## config.mk

```make
export PLATFORM = sky130hd
export DESIGN_NAME = sclk_mode_ctrl
export DESIGN_NICKNAME = d
export VERILOG_FILES = /design/src/rtl/sclk_mode_pkg.sv /design/src/rtl/sync_edge.sv /design/src/rtl/mode_detect.sv /design/src/rtl/deemph_qual.sv /design/src/rtl/bclk_gen.sv /design/src/rtl/sclk_mode_ctrl.sv
export SDC_FILE = /design/constraint.sdc
export NUM_CORES = 1
export LEC_CHECK = 0
export ABC_AREA = 1
export BUFFER_PORTS_ARGS = -buffer_cell sky130_fd_sc_hd__buf_2
export CORE_UTILIZATION = 50
export DETAILED_ROUTE_END_ITERATION = 8
export GPL_TIMING_DRIVEN = 0
export PLACE_DENSITY = 0.69
export SYNTH_ARGS = -nofsm -noshare
export SYNTH_HDL_FRONTEND = slang
export SYNTH_SLANG_ARGS = --single-unit
```

## constraint.sdc

```tcl
create_clock -name mclk -period 1.9 [get_ports mclk]
set_clock_uncertainty 0.1 [all_clocks]
set_input_delay 0.285 -clock mclk [delete_from_list [all_inputs] [get_ports mclk]]
set_output_delay 0.285 -clock mclk [all_outputs]
set_load 0.02 [all_outputs]
```

## src/rtl/sclk_mode_pkg.sv

```systemverilog
package sclk_mode_pkg;

  typedef enum logic {
    BCLK_INT = 1'b0,
    BCLK_EXT = 1'b1
  } bclk_src_e;

  // Next value of a same-level run counter that saturates at lim.
  function automatic int run_next(input int run, input bit same, input int lim);
    if (!same) return 1;
    if (run >= lim) return lim;
    return run + 1;
  endfunction

  // Next value of a rise counter within one frame phase.
  function automatic int rise_next(input int cnt, input bit rise, input bit restart, input int lim);
    if (restart) return rise ? 1 : 0;
    if (rise && cnt < lim) return cnt + 1;
    return cnt;
  endfunction

endpackage

```

## src/rtl/sync_edge.sv

```systemverilog
module sync_edge #(
  parameter int STAGES = 2,
  parameter bit RST_VAL = 1'b0
) (
  input  logic clk,
  input  logic rst,
  input  logic din,
  output logic level,
  output logic level_d
);
  logic [STAGES-1:0] sh;

  always_ff @(posedge clk or posedge rst) begin
    if (rst) begin
      sh      <= {STAGES{RST_VAL}};
      level_d <= RST_VAL;
    end else begin
      sh      <= {sh[STAGES-2:0], din};
      level_d <= sh[STAGES-1];
    end
  end

  assign level = sh[STAGES-1];
endmodule

```

## src/rtl/mode_detect.sv

```systemverilog
module mode_detect
  import sclk_mode_pkg::*;
#(
  parameter int RISES_NEEDED = 4
) (
  input  logic clk,
  input  logic rst,
  input  logic pin_rise,
  input  logic frame_edge,
  output logic ext_mode
);
  localparam int CW = $clog2(RISES_NEEDED + 1);

  logic [CW-1:0] rise_cnt;
  logic          lock_hit;

  assign lock_hit = pin_rise && !frame_edge && (int'(rise_cnt) == RISES_NEEDED - 1);

  always_ff @(posedge clk or posedge rst) begin
    if (rst) begin
      rise_cnt <= '0;
      ext_mode <= 1'b0;
    end else begin
      rise_cnt <= CW'(rise_next(int'(rise_cnt), pin_rise, frame_edge, RISES_NEEDED));
      if (lock_hit) ext_mode <= 1'b1;
    end
  end


  lock_entry_chk: assert property (@(posedge clk) disable iff (rst)
    lock_hit |=> ext_mode);


  phase_restart_chk: assert property (@(posedge clk) disable iff (rst)
    frame_edge |=> (int'(rise_cnt) <= 1));


  sticky_ext_chk: assert property (@(posedge clk) disable iff (rst)
    ext_mode |=> ext_mode);
endmodule

```

## src/rtl/deemph_qual.sv

```systemverilog
module deemph_qual
  import sclk_mode_pkg::*;
#(
  parameter int RUN_LEN = 8
) (
  input  logic clk,
  input  logic rst,
  input  logic frame_fall,
  input  logic pin_level,
  output logic dem_state
);
  localparam int RW = $clog2(RUN_LEN + 1);

  logic [RW-1:0] run;
  logic          last_lvl;
  logic          same_lvl;
  logic [RW-1:0] run_nx;

  assign same_lvl = (run != '0) && (pin_level == last_lvl);
  assign run_nx   = RW'(run_next(int'(run), same_lvl, RUN_LEN));

  always_ff @(posedge clk or posedge rst) begin
    if (rst) begin
      run       <= '0;
      last_lvl  <= 1'b1;
      dem_state <= 1'b0;
    end else if (frame_fall) begin
      run      <= run_nx;
      last_lvl <= pin_level;
      if (int'(run_nx) == RUN_LEN) dem_state <= ~pin_level;
    end
  end


  dem_on_fall_only_chk: assert property (@(posedge clk) disable iff (rst)
    !frame_fall |=> $stable(dem_state));


  run_bound_chk: assert property (@(posedge clk) disable iff (rst)
    int'(run) <= RUN_LEN);
endmodule

```

## src/rtl/bclk_gen.sv

```systemverilog
module bclk_gen #(
  parameter int HALF_DIV = 2
) (
  input  logic clk,
  input  logic rst,
  input  logic restart,
  output logic bclk
);
  localparam int DW = (HALF_DIV > 1) ? $clog2(HALF_DIV) : 1;

  logic [DW-1:0] div_cnt;
  logic          wrap;

  assign wrap = (int'(div_cnt) == HALF_DIV - 1);

  always_ff @(posedge clk or posedge rst) begin
    if (rst) begin
      div_cnt <= '0;
      bclk    <= 1'b0;
    end else if (restart) begin
      div_cnt <= '0;
      bclk    <= 1'b0;
    end else if (wrap) begin
      div_cnt <= '0;
      bclk    <= ~bclk;
    end else begin
      div_cnt <= div_cnt + 1'b1;
    end
  end


  restart_low_chk: assert property (@(posedge clk) disable iff (rst)
    restart |=> (!bclk && div_cnt == '0));


  hold_between_wraps_chk: assert property (@(posedge clk) disable iff (rst)
    (!restart && !wrap) |=> $stable(bclk));
endmodule

```

## src/rtl/sclk_mode_ctrl.sv

```systemverilog
module sclk_mode_ctrl
  import sclk_mode_pkg::*;
#(
  parameter int SYNC_STAGES  = 2,
  parameter int RISES_NEEDED = 4,
  parameter int RUN_LEN      = 8,
  parameter int HALF_DIV     = 2
) (
  input  logic mclk,
  input  logic pwr_down,
  input  logic frame_clk,
  input  logic shared_pin,
  output logic ext_mode,
  output logic deemph_en,
  output logic bclk_sel,
  output logic bclk_out
);
  logic pin_lvl, pin_prev, frm_lvl, frm_prev;
  logic pin_rise, frame_edge, frame_fall;
  logic dem_state, bclk_int;
  bclk_src_e src;

  sync_edge #(.STAGES(SYNC_STAGES), .RST_VAL(1'b0)) u_pin_sync (
    .clk(mclk), .rst(pwr_down), .din(shared_pin), .level(pin_lvl), .level_d(pin_prev));

  sync_edge #(.STAGES(SYNC_STAGES), .RST_VAL(1'b0)) u_frm_sync (
    .clk(mclk), .rst(pwr_down), .din(frame_clk), .level(frm_lvl), .level_d(frm_prev));

  assign pin_rise   = pin_lvl && !pin_prev;
  assign frame_edge = frm_lvl ^ frm_prev;
  assign frame_fall = !frm_lvl && frm_prev;

  mode_detect #(.RISES_NEEDED(RISES_NEEDED)) u_mode (
    .clk(mclk), .rst(pwr_down), .pin_rise(pin_rise),
    .frame_edge(frame_edge), .ext_mode(ext_mode));

  deemph_qual #(.RUN_LEN(RUN_LEN)) u_dem (
    .clk(mclk), .rst(pwr_down), .frame_fall(frame_fall),
    .pin_level(pin_lvl), .dem_state(dem_state));

  bclk_gen #(.HALF_DIV(HALF_DIV)) u_bclk (
    .clk(mclk), .rst(pwr_down), .restart(frame_edge), .bclk(bclk_int));

  assign src       = ext_mode ? BCLK_EXT : BCLK_INT;
  assign bclk_sel  = (src == BCLK_EXT);
  assign bclk_out  = (src == BCLK_EXT) ? pin_lvl : bclk_int;
  assign deemph_en = dem_state && !ext_mode;


  ext_blocks_dem_chk: assert property (@(posedge mclk) disable iff (pwr_down)
    ($rose(ext_mode) && dem_state) |-> !deemph_en);
endmodule

```

==> impl_metrics.tcl, run 1 <==
set metrics [dict create \
    root_buffer "clkbuf_4" \
    worst_ep_arrival_time_ns 1.11 \
    routed_wl_um 1240 \
    yosysTopAreaCell "dfrtp_1" \
    dieWidth_um 42.9 \
    top_layer "met4" \
    rsz0062_at_grt "no" \
    power_density_mw_per_mm2 904 \
    syn_to_final_growth_pct 14.5 \
    slowest_stage "dfrtp_1" \
    cts_max_level 1 \
    critPathMaxStageDelay_ns 0.42 \
    antenna_cells 0 \
    synth_top_family_by_area "simple AND/OR/NAND/NOR gates" \
    fin_cells 115 \
    numCtsBuffers 3 \
    synth_seq_area_share_pct 54.0 \
    finalSetupViolCount 0 \
    vias 582 \
    peakVddDrop_mv 0.531 \
    cts.sinks 18 \
    io_pins 8 \
    ys_types 20 \
    grt_use_total_pct 16.8 \
    synth_area_leaders "dfrtp_1 (51%), nand2_1 (7.6%), ha_1 (7.5%)" \
    port_buffers 7 \
    fmaxAchievable_ghz 0.671 \
    endpoint_kind "primary output" \
    yosys.area_share.simple_pct 25.0 \
    required_ns 1.51 \
    route.met2.wl_um 560 \
    synthAdderAreaFrac_pct 7.47 \
    pwr-share-comb_pct 21.1 \
    antenna_found_initial 0 \
    finalWorstSetupSlack_ns 0.410 \
    final_hold_viol_count 0 \
    initial_utilization_pct 54.3 \
    wire_per_inst_um 10.8 \
    drt_iter0_drc 13 \
    drt_pass1_iterations 4 \
    vias_per_cell 5.06 \
    pwr-share-clk_pct 26.9 \
    p_sw_share_pct 29.5 \
    fin_crit_sh_pct 78.4 \
    grt_max_degree 19 \
    overflow 0 \
    fin_util_pct 62.2 \
    synth_top_area_share_pct 50.8 \
    rows 14 \
    clk_pin_slew_ns 0.10 \
    tns_ns 0 \
    ys_seq_elements 18 \
    synth_compound_area_share_pct 6.28 \
    core_area_mm2 0.00154 \
    tightest_slew_ns 0.658 \
    cts_tree "built" \
    cp_max_fo 4 \
    synth-xor-area-share_pct 1.05 \
    worstHoldPathType "reg -> reg" \
    placedCellCount 108 \
    place_ws_ns 0.541 \
    syn_inst 85 \
    grt_pass1_wl_um 2190 \
    cellLeakagePower_nw 0.477 \
    grt_pass1_vias 537 \
    synth.mux.area_fraction_pct 0 \
    postRouteAntennaNets 0 \
    pwr-share-seq_pct 52.0 \
    fin_nets 109 \
    post_cts_buffers 0 \
    crit_chain "inv_2 > o21ai_0 > buf_2" \
    p_int_w 0.000611 \
    slew_violations 0 \
    switchingPower_w 0.000255 \
    place_congestion 0.891 \
    min_period_ns 1.49 \
    ys_warn_count 0 \
    status "finished clean" \
    critPathLaunch "u_pin_sync.sh[1]$_DFF_PP0_" \
    clk_path_buf_depth 2 \
    syn_avg_cell_area_um2 9.85 \
    fp.dieH_um 42.9 \
    synth_nets 94 \
    slew_headroom_pct 56.1 \
    dieArea_mm2 0.00184 \
    met1_length_um 610 \
    netlist_area_um2 837 \
    drc_errors 0 \
    reg2reg_from "u_dem.run[0]$_DFFE_PP0P_" \
    min_from "u_frm_sync.sh[0]$_DFF_PP0_" \
    startpoint_type "register" \
    drive_gt1_share_pct 23.2 \
    clkLatencyLatePin_ns 0.29 \
    path_class "reg -> out" \
    wl_met3_um 28 \
    maxCapViolations 0 \
    dpl.hpwl_um 903 \
]
[sequential cells by signal, summed over array words and instances, names as in the netlist]
signal              flops
u_frm_sync.level_d      1
u_frm_sync.sh           2
u_bclk.bclk             1
u_dem.dem_state         1
u_dem.last_lvl          1
u_bclk.div_cnt          1
u_mode.ext_mode         1
u_dem.run               4
u_pin_sync.sh           2
u_pin_sync.level_d      1
u_mode.rise_cnt         3
[cells in the final DEF, fill, tap and decap left out]
cell            n
nand2_1        17
dfrtp_1        17
inv_1          11
buf_2           7
nand3_1         6
o21ai_0         6
nor2_1          5
ha_1            5
clkbuf_4        3
dlygate4sd3_1   3
nor2_4          2
nand2_4         2
nor2_2          2
nand3_2         2
nand4_1         2
inv_2           1
o31ai_1         1
nand2_2         1
o211ai_1        1
o21bai_1        1
xnor2_1         1
buf_4           1
clkbuf_8        1
dfstp_2         1
[area by class of cell]
type	instances	area, µm²
Buffer	1	7.51
Clock buffer	4	36.3
Fill cell	122	583
Inverter	12	45.0
Multi-Input combinational cell	54	333
Sequential cell	18	452
Tap cell	16	20.0
Timing Repair Buffer	10	65.1
[metrics by stage]
step	total power (W)	instance area, µm²	hold slack, ns
after global placement	0.000631	892	0.233
after detailed placement	0.000639	892	0.235
final	0.000866	958	0.256
after CTS	0.000880	958	0.258
after global routing	0.000921	958	0.261
after floorplan	0.000596	837	0.123
[cell families after synthesis]
logic type	Yosys count
AND/OR/NAND/NOR	39
flip-flops	18
buffers and inverters	13
AO/OA/AOI/OAI	9
adder cells (fa/ha/maj)	5
XOR/XNOR	1
[power groups by stage]
| stage | Clock [W] | Combinational, W | Sequential, W |
|---|---|---|---|
| global placement | 0 | 0.000175 | 0.000456 |
| CTS | 0.000244 | 0.000185 | 0.000451 |
| floorplan | 0 | 0.000135 | 0.000460 |
| global route | 0.000255 | 0.000210 | 0.000455 |
| detailed placement | 0 | 0.000180 | 0.000459 |
| finish | 0.000233 | 0.000183 | 0.000451 |
[Yosys cell counts, drive strengths merged]
cell type	count
buf	1
dfrtp	17
dfstp	1
ha	5
inv	12
nand2	20
nand3	8
nand4	2
nor2	9
o211ai	1
o21ai	6
o21bai	1
o31ai	1
xnor2	1
[final timing paths]
path	endpoint	slack [ns]	cells after the start
hold / removal	u_frm_sync.sh[1]$_DFF_PP0_	0.26	0
hold reg to reg	u_frm_sync.sh[1]$_DFF_PP0_	0.26	0
min in group asynchronous	u_pin_sync.sh[0]$_DFF_PP0_	0.51	3
setup reg to reg	u_dem.dem_state$_DFFE_PP0P_	0.53	8
max in group asynchronous	u_mode.ext_mode$_DFFE_PP0P_	0.77	3
setup / recovery	bclk_out	0.41	3
[critical path: cells and delay by family (launching register included)]
family	cells	cell delay, ns
buffers and inverters	2	0.26
AOI/OAI and AO/OA	1	0.13
DFF	1	0.42
[routing by layer]
layer | vias up | global-route usage (%)
li1 | 300 | -
met2 | 9 | 24.2
met5 | - | 0
met4 | 0 | 13.1
met1 | 269 | 21.6
met3 | 4 | 3.83
[timing repair]
item | in CTS | in global routing
hold endpoints to repair | 19 | 0
resized for setup | 0 | 0
hold buffers | 3 | 0
No activity file was read; power rests on OpenSTA's default activity.
==> run 2, diff against run 1 <==
--- a/config.mk
+++ b/config.mk
@@ -5,12 +5,12 @@
 export SDC_FILE = /design/constraint.sdc
 export NUM_CORES = 1
 export LEC_CHECK = 0
-export ABC_AREA = 1
+export ABC_AREA = 0
 export BUFFER_PORTS_ARGS = -buffer_cell sky130_fd_sc_hd__buf_2
-export CORE_UTILIZATION = 50
+export CORE_UTILIZATION = 49
 export DETAILED_ROUTE_END_ITERATION = 8
 export GPL_TIMING_DRIVEN = 0
-export PLACE_DENSITY = 0.69
+export PLACE_DENSITY = 0.71
 export SYNTH_ARGS = -nofsm -noshare
 export SYNTH_HDL_FRONTEND = slang
 export SYNTH_SLANG_ARGS = --single-unit
==> constraint.sdc (replaced) <==
create_clock -name mclk -period 1.2 [get_ports mclk]
set_clock_uncertainty 0.1 [all_clocks]
set_input_delay 0.18 -clock mclk [delete_from_list [all_inputs] [get_ports mclk]]
set_output_delay 0.18 -clock mclk [all_outputs]
set_load 0.02 [all_outputs]
==> run 2 against run 1 <==
  * The flow now finishes with violations (negative setup slack)
  * Clock power rose by 58%
  * Final area increased by 21%
  * Sequential share of layout area fell by 8.1 points
  * Combinational power rose to 2.8 times the previous value
  * Register-to-register slack lost 1.0 ns
  * Setup slack got worse by 0.88 ns
  * Core utilization rose by 14 points
  * Global-route usage increased by 3.0 points
  * Synthesized cell count down 19%
  * Clock-buffer cell count is the same
  * Critical path depth grew 2
  * Cell count fell by 3.5%
==> impl_metrics.tcl, run 2 <==
set metrics [dict create \
    ff2ff_setup_slack_ns -0.47 \
    dieArea_mm2 0.00182 \
    synth_edf_count 0 \
    tns_ns -2.30 \
    dpl.hpwl_um 862 \
    clk_pin_slew_ns 0.10 \
    min_from "u_frm_sync.sh[0]$_DFF_PP0_" \
    startpoint_type "register" \
    critPathBufInv 0 \
    ys_types 25 \
    ys_seq_elements 18 \
    finalWorstSetupSlack_ns -0.466 \
    initial_utilization_pct 53.2 \
    syn_to_final_growth_pct 43.1 \
    grt_max_degree 19 \
    synth_seq_area_share_pct 55.7 \
    worst_ep_arrival_time_ns 1.78 \
    fin_crit_sh_pct 139 \
    drc_errors 0 \
    maxCapViolations 0 \
    status "finished with violations" \
    wire_per_inst_um 14.3 \
    grt_use_total_pct 19.8 \
    holdPathStages 0 \
    yosys_most_used_dff "dfrtp_1" \
    cp_max_fo 3 \
    final_common_cell "dfrtp_1" \
    clk_path_buf_depth 2 \
    synthArstFlopShare_pct 100 \
    tightest_slew_ns 0.388 \
    syn_avg_cell_area_um2 11.8 \
    syn_inst 69 \
    numCtsBuffers 3 \
    critPathMaxStageDelay_ns 0.43 \
    drt_iter0_drc 3 \
    fin_util_pct 76.1 \
    largest_register "u_dem.run" \
    clkLatencyLatePin_ns 0.29 \
    grt_pass1_wl_um 2540 \
    peakVddDrop_mv 1.02 \
    final_cell_mix "dfrtp_1 (16), buf_4 (11), buf_6 (7)" \
    overflow 0 \
    min_period_ns 1.67 \
    fp.dieH_um 42.7 \
    worstHoldEndpoint "u_frm_sync.sh[1]$_DFF_PP0_" \
    slew_violations 0 \
    netlist_area_um2 811 \
    worstHoldPathType "reg -> reg" \
    synth_nets 78 \
    fin_nets 105 \
    drt_pass1_iterations 2 \
    r2r_cells 5 \
    place_congestion 0.797 \
    yosysTopAreaCell "dfrtp_1" \
    core_area_mm2 0.00152 \
    synthTopCellsByCount "dfrtp_1 (17), inv_1 (7), ha_1 (5), nand2_1 (5), o21ai_0 (5)" \
    synth_most_common_cell "dfrtp_1" \
    drive_gt1_share_pct 51.6 \
    required_ns 1.32 \
    path_class "reg -> reg" \
    io_pins 8 \
    ys_warn_count 0 \
    slowest_stage "dfrtp_1" \
    antenna_cells 0 \
    power_density_mw_per_mm2 1380 \
    timing.rr.end "u_dem.dem_state$_DFFE_PP0P_" \
    grt_pass1_vias 606 \
    fmaxAchievable_ghz 0.600 \
    dieWidth_um 42.7 \
    crit_family "flip-flops" \
    reg2reg_from "u_dem.run[1]$_DFFE_PP0P_" \
    violations "negative setup slack" \
    cellLeakagePower_nw 0.539 \
    p_total_w 0.00160 \
    reg_top3 "u_dem.run (4), u_mode.rise_cnt (3)" \
    rows 14 \
    vias 592 \
    root_buffer "clkbuf_4" \
    antenna_found_initial 0 \
    finalSetupViolCount 11 \
    postRouteAntennaNets 0 \
    largest_reg_flops 4 \
    cts_tree "built" \
    crit_chain "ha_2 > xor2_1 > o31a_1 > nor4_2 > mux2i_1" \
    timing.hold.ws_ns 0.256 \
    cts.sinks 18 \
    synth_top_area_share_pct 52.5 \
    final_hold_viol_count 0 \
    synth_area_leaders "dfrtp_1 (52%), ha_1 (7.7%), dfstp_2 (3.2%)" \
    endpoint_kind "register" \
    routed_wl_um 1590 \
    fillerInstances 103 \
    cts_max_level 1 \
    place_ws_ns -0.406 \
    rsz0062_at_grt "yes" \
    vias_per_cell 5.33 \
    slew_headroom_pct 74.1 \
    port_buffers 7 \
]
## run 2: changes by cell type after synthesis, sizes merged, moves of 3 or more
cell / change
nand2: -15
nand3: -8
nor2: -7
inv: -5
nor2b: +4
xor2: +3
## run 2: timing repair
| item | 4_1_cts | 5_1_grt |
|---|---|---|
| endpoints found under the setup margin | 13 | 30 |
| gates resized for setup | 21 | 12 |
| hold buffers | 3 | 0 |
| hold endpoints to repair | 19 | 0 |
| buffers inserted | 7 | 7 |
| pin swaps | 7 | 5 |
## run 2: layer usage
metal | track usage [%] | share of wire (%) | vias up
met3 | 3.83 | 1.6 | 5
met5 | 0 | 0 | -
met1 | 23.1 | 40 | 295
met4 | 13.1 | 2.8 | 0
li1 | - | - | 284
met2 | 32.7 | 56 | 8
## run 2: where the power goes
group | internal (W) | switching, W
Clock | 0.000185 | 0.000181
Combinational | 0.000287 | 0.000218
Sequential | 0.000669 | 0.0000549
## run 2: cells by family (layout without fill, tap and decap cells)
family	after synthesis	count (layout)	synth area share, %
XOR/XNOR	3	3	3.24
buffers and inverters	9	35	4.63
AO/OA/AOI/OAI	13	13	10.5
adder cells (fa/ha/maj)	5	5	7.72
multiplexers	4	4	5.25
AND/OR/NAND/NOR	17	17	13.0
flip-flops	18	18	55.7
## run 2: through the flow
step                      cells  cell area [µm²]
after global routing        111             1160
after detailed placement     92              885
after global placement       92              885
after floorplan              69              830
final                       111             1160
after CTS                   105             1070
## run 2: worst reg2reg max path, cell delays in order, from the launching register on
cell	delay [ns]
dfrtp_1	0.43
ha_2	0.21
xor2_1	0.14
o31a_1	0.27
nor4_2	0.19
mux2i_1	0.25
## run 2: layout make-up
type                            instances  area (µm²)  share of cell area (%)
Buffer                                  1        11.3                   0.971
Multi-Input combinational cell         42         414                    35.7
Timing Repair Buffer                   23         195                    16.8
Sequential cell                        18         453                    39.1
Tap cell                               16        20.0                    1.73
Clock buffer                            4        36.3                    3.13
Inverter                                7        30.0                    2.59
## run 2: worst max path at each step
stage                                         from                          end  slack [ns]  cells after the start
after floorplan           u_dem.run[0]$_DFFE_PP0P_  u_dem.dem_state$_DFFE_PP0P_       -0.31                      5
after global placement    u_dem.run[1]$_DFFE_PP0P_  u_dem.dem_state$_DFFE_PP0P_       -0.38                      5
after detailed placement  u_dem.run[0]$_DFFE_PP0P_  u_dem.dem_state$_DFFE_PP0P_       -0.41                      5
after CTS                 u_dem.run[1]$_DFFE_PP0P_  u_dem.dem_state$_DFFE_PP0P_       -0.40                      5
after global routing      u_dem.run[1]$_DFFE_PP0P_  u_dem.dem_state$_DFFE_PP0P_       -0.56                      5
final                     u_dem.run[1]$_DFFE_PP0P_  u_dem.dem_state$_DFFE_PP0P_       -0.47                      5
==> run 3, diff against run 2 <==
--- a/config.mk
+++ b/config.mk
@@ -7,10 +7,12 @@
 export LEC_CHECK = 0
 export ABC_AREA = 0
 export BUFFER_PORTS_ARGS = -buffer_cell sky130_fd_sc_hd__buf_2
+export CAP_MARGIN = 30
 export CORE_UTILIZATION = 49
 export DETAILED_ROUTE_END_ITERATION = 8
 export GPL_TIMING_DRIVEN = 0
 export PLACE_DENSITY = 0.71
+export SLEW_MARGIN = 0
 export SYNTH_ARGS = -nofsm -noshare
 export SYNTH_HDL_FRONTEND = slang
 export SYNTH_SLANG_ARGS = --single-unit
==> constraint.sdc (replaced) <==
create_clock -name mclk -period 1.2 [get_ports mclk]
set_clock_uncertainty 0.1 [all_clocks]
set_input_delay 0.18 -clock mclk [delete_from_list [all_inputs] [get_ports mclk]]
set_output_delay 0.18 -clock mclk [all_outputs]
set_load 0.05 [all_outputs]
==> run 3 against run 2 <==
  * The flow still finishes with violations (negative setup slack)
  * Clock power down 13%
  * Final area is 1.9% higher
  * Register-to-register slack gained 0.06 ns
  * Sequential power increased by 1%
  * Power is 2.7% higher
  * Non-clock buffer count grew 2
  * Critical path type unchanged
  * Combinational power increased by 17%
  * Setup slack gained 0.058 ns
==> impl_metrics.tcl, run 3 (synthesis results as in run 2) <==
set metrics [dict create \
    peakVddDrop_mv 0.991 \
    port_buffers 7 \
    pwr-share-comb_pct 36.0 \
    cts.sinks 18 \
    violations "negative setup slack" \
    grt_max_degree 19 \
    endpoint_kind "register" \
    reg_top3 "u_dem.run (4), u_mode.rise_cnt (3)" \
    fin_nets 107 \
    antenna_found_initial 0 \
    status "finished with violations" \
    rows 14 \
    rsz0062_at_grt "yes" \
    fin_crit_sh_pct 134 \
    cp_max_fo 3 \
    p_sw_share_pct 31.9 \
    largest_register "u_dem.run" \
    timing.hold.ws_ns 0.260 \
    slowest_stage "dfrtp_1" \
    final_hold_viol_count 0 \
    tightest_slew_ns 0.387 \
    antenna_cells 0 \
    grt_use_total_pct 19.9 \
    pwr-share-clk_pct 19.4 \
    io_pins 8 \
    finalSetupViolCount 12 \
    drt_pass1_iterations 4 \
    final_common_cell "dfrtp_1" \
    overflow 0 \
    fmaxAchievable_ghz 0.622 \
    dieArea_mm2 0.00182 \
    cellLeakagePower_nw 0.546 \
    dpl.hpwl_um 850 \
    largest_reg_flops 4 \
    tns_ns -2.56 \
    vias 584 \
    cts_tree "built" \
    crit_chain "inv_2 > ha_4 > nor2b_4 > o21a_1 > nor4_2 > mux2i_1" \
    path_class "reg -> reg" \
    cts_max_level 1 \
    drt_iter0_drc 6 \
    required_ns 1.33 \
    finalWorstSetupSlack_ns -0.408 \
    initial_utilization_pct 53.2 \
    p_int_w 0.00112 \
    worstHoldPathType "reg -> reg" \
    final_cell_mix "dfrtp_1 (15), buf_4 (11), buf_6 (7)" \
    routed_wl_um 1650 \
    syn_to_final_growth_pct 45.8 \
    place_congestion 0.785 \
    grt_pass1_vias 567 \
    fp.dieH_um 42.7 \
    fin_util_pct 77.6 \
    drive_gt1_share_pct 53.6 \
    drc_errors 0 \
    critPathMaxStageDelay_ns 0.41 \
    clk_pin_slew_ns 0.11 \
    root_buffer "clkbuf_4" \
    clk_path_buf_depth 2 \
    clkLatencyLatePin_ns 0.29 \
    slew_headroom_pct 74.2 \
    vias_per_cell 5.17 \
    switchingPower_w 0.000522 \
    postRouteAntennaNets 0 \
    min_period_ns 1.61 \
    power_density_mw_per_mm2 1390 \
    worst_ep_arrival_time_ns 1.73 \
    placedCellCount 92 \
    pwr-share-seq_pct 44.6 \
    slew_violations 0 \
    grt_pass1_wl_um 2500 \
    numCtsBuffers 3 \
    fin_cells 113 \
    wire_per_inst_um 14.6 \
    dieWidth_um 42.7 \
    startpoint_type "register" \
    maxCapViolations 0 \
    core_area_mm2 0.00152 \
]
==> run 3: path summary, 6_finish.rpt <==
check | startpoint | endpoint | slack, ns | depth (start not counted)
worst max-delay path | u_dem.run[1]$_DFFE_PP0P_ | u_dem.dem_state$_DFFE_PP0P_ | -0.41 | 6
worst min-delay path | u_pin_sync.sh[0]$_DFF_PP0_ | u_pin_sync.sh[1]$_DFF_PP0_ | 0.26 | 0
worst max register to register | u_dem.run[1]$_DFFE_PP0P_ | u_dem.dem_state$_DFFE_PP0P_ | -0.41 | 6
worst min register to register | u_pin_sync.sh[0]$_DFF_PP0_ | u_pin_sync.sh[1]$_DFF_PP0_ | 0.26 | 0
max in group asynchronous | pwr_down | u_dem.last_lvl$_DFFE_PP1P_ | 0.40 | 3
min in group asynchronous | pwr_down | u_frm_sync.level_d$_DFF_PP0_ | 0.30 | 3
==> run 3: area by class of cell <==
| cell class | count | area [µm²] |
|---|---|---|
| sequential | 18 | 454 |
| multi-input combinational | 42 | 415 |
| fill | 101 | 342 |
| timing repair buffer | 26 | 236 |
| inverter | 7 | 30.0 |
| clock buffer | 4 | 26.3 |
| tap | 16 | 20.0 |
==> run 3: worst max-delay path, delay by kind of cell, from the launching register on <==
family / cells / cell delay [ns]
AOI/OAI and AO/OA: 1 / 0.21
buffers and inverters: 1 / 0.07
and+or+nand+nor: 2 / 0.41
adders and majority gates: 1 / 0.15
DFF: 1 / 0.41
muxes: 1 / 0.21
==> run 3: repair_timing <==
item,in CTS,in global routing
setup endpoints to repair,14,26
gates resized for setup,21,13
hold endpoints to repair,19,0
buffers inserted,8,8
pin swaps,6,6
hold buffers,3,0
==> run 3: power groups by stage <==
stage	logic [W]	registers [W]	clock network (W)
floorplan	0.000296	0.000751	0
global placement	0.000362	0.000737	0
detailed placement	0.000366	0.000740	0
CTS	0.000522	0.000726	0.000318
global route	0.000635	0.000738	0.000363
finish	0.000591	0.000731	0.000318
==> run 3: stage by stage <==
stage               power (W)  setup slack, ns  instance area, µm²
floorplan             0.00105           -0.306                 855
global placement      0.00110           -0.395                 910
detailed placement    0.00111           -0.388                 910
CTS                   0.00157           -0.379                1090
global route          0.00174           -0.472                1180
finish                0.00164           -0.408                1180
==> run 3: routing by layer <==
| layer | vias up | wire length (µm) | track usage, % |
|---|---|---|---|
| li1 | 286 | - | - |
| met1 | 289 | 740 | 23.9 |
| met2 | 9 | 887 | 31.2 |
| met3 | 0 | 26 | 6.38 |
| met4 | 0 | 0 | 11.3 |
| met5 | - | 0 | 0 |
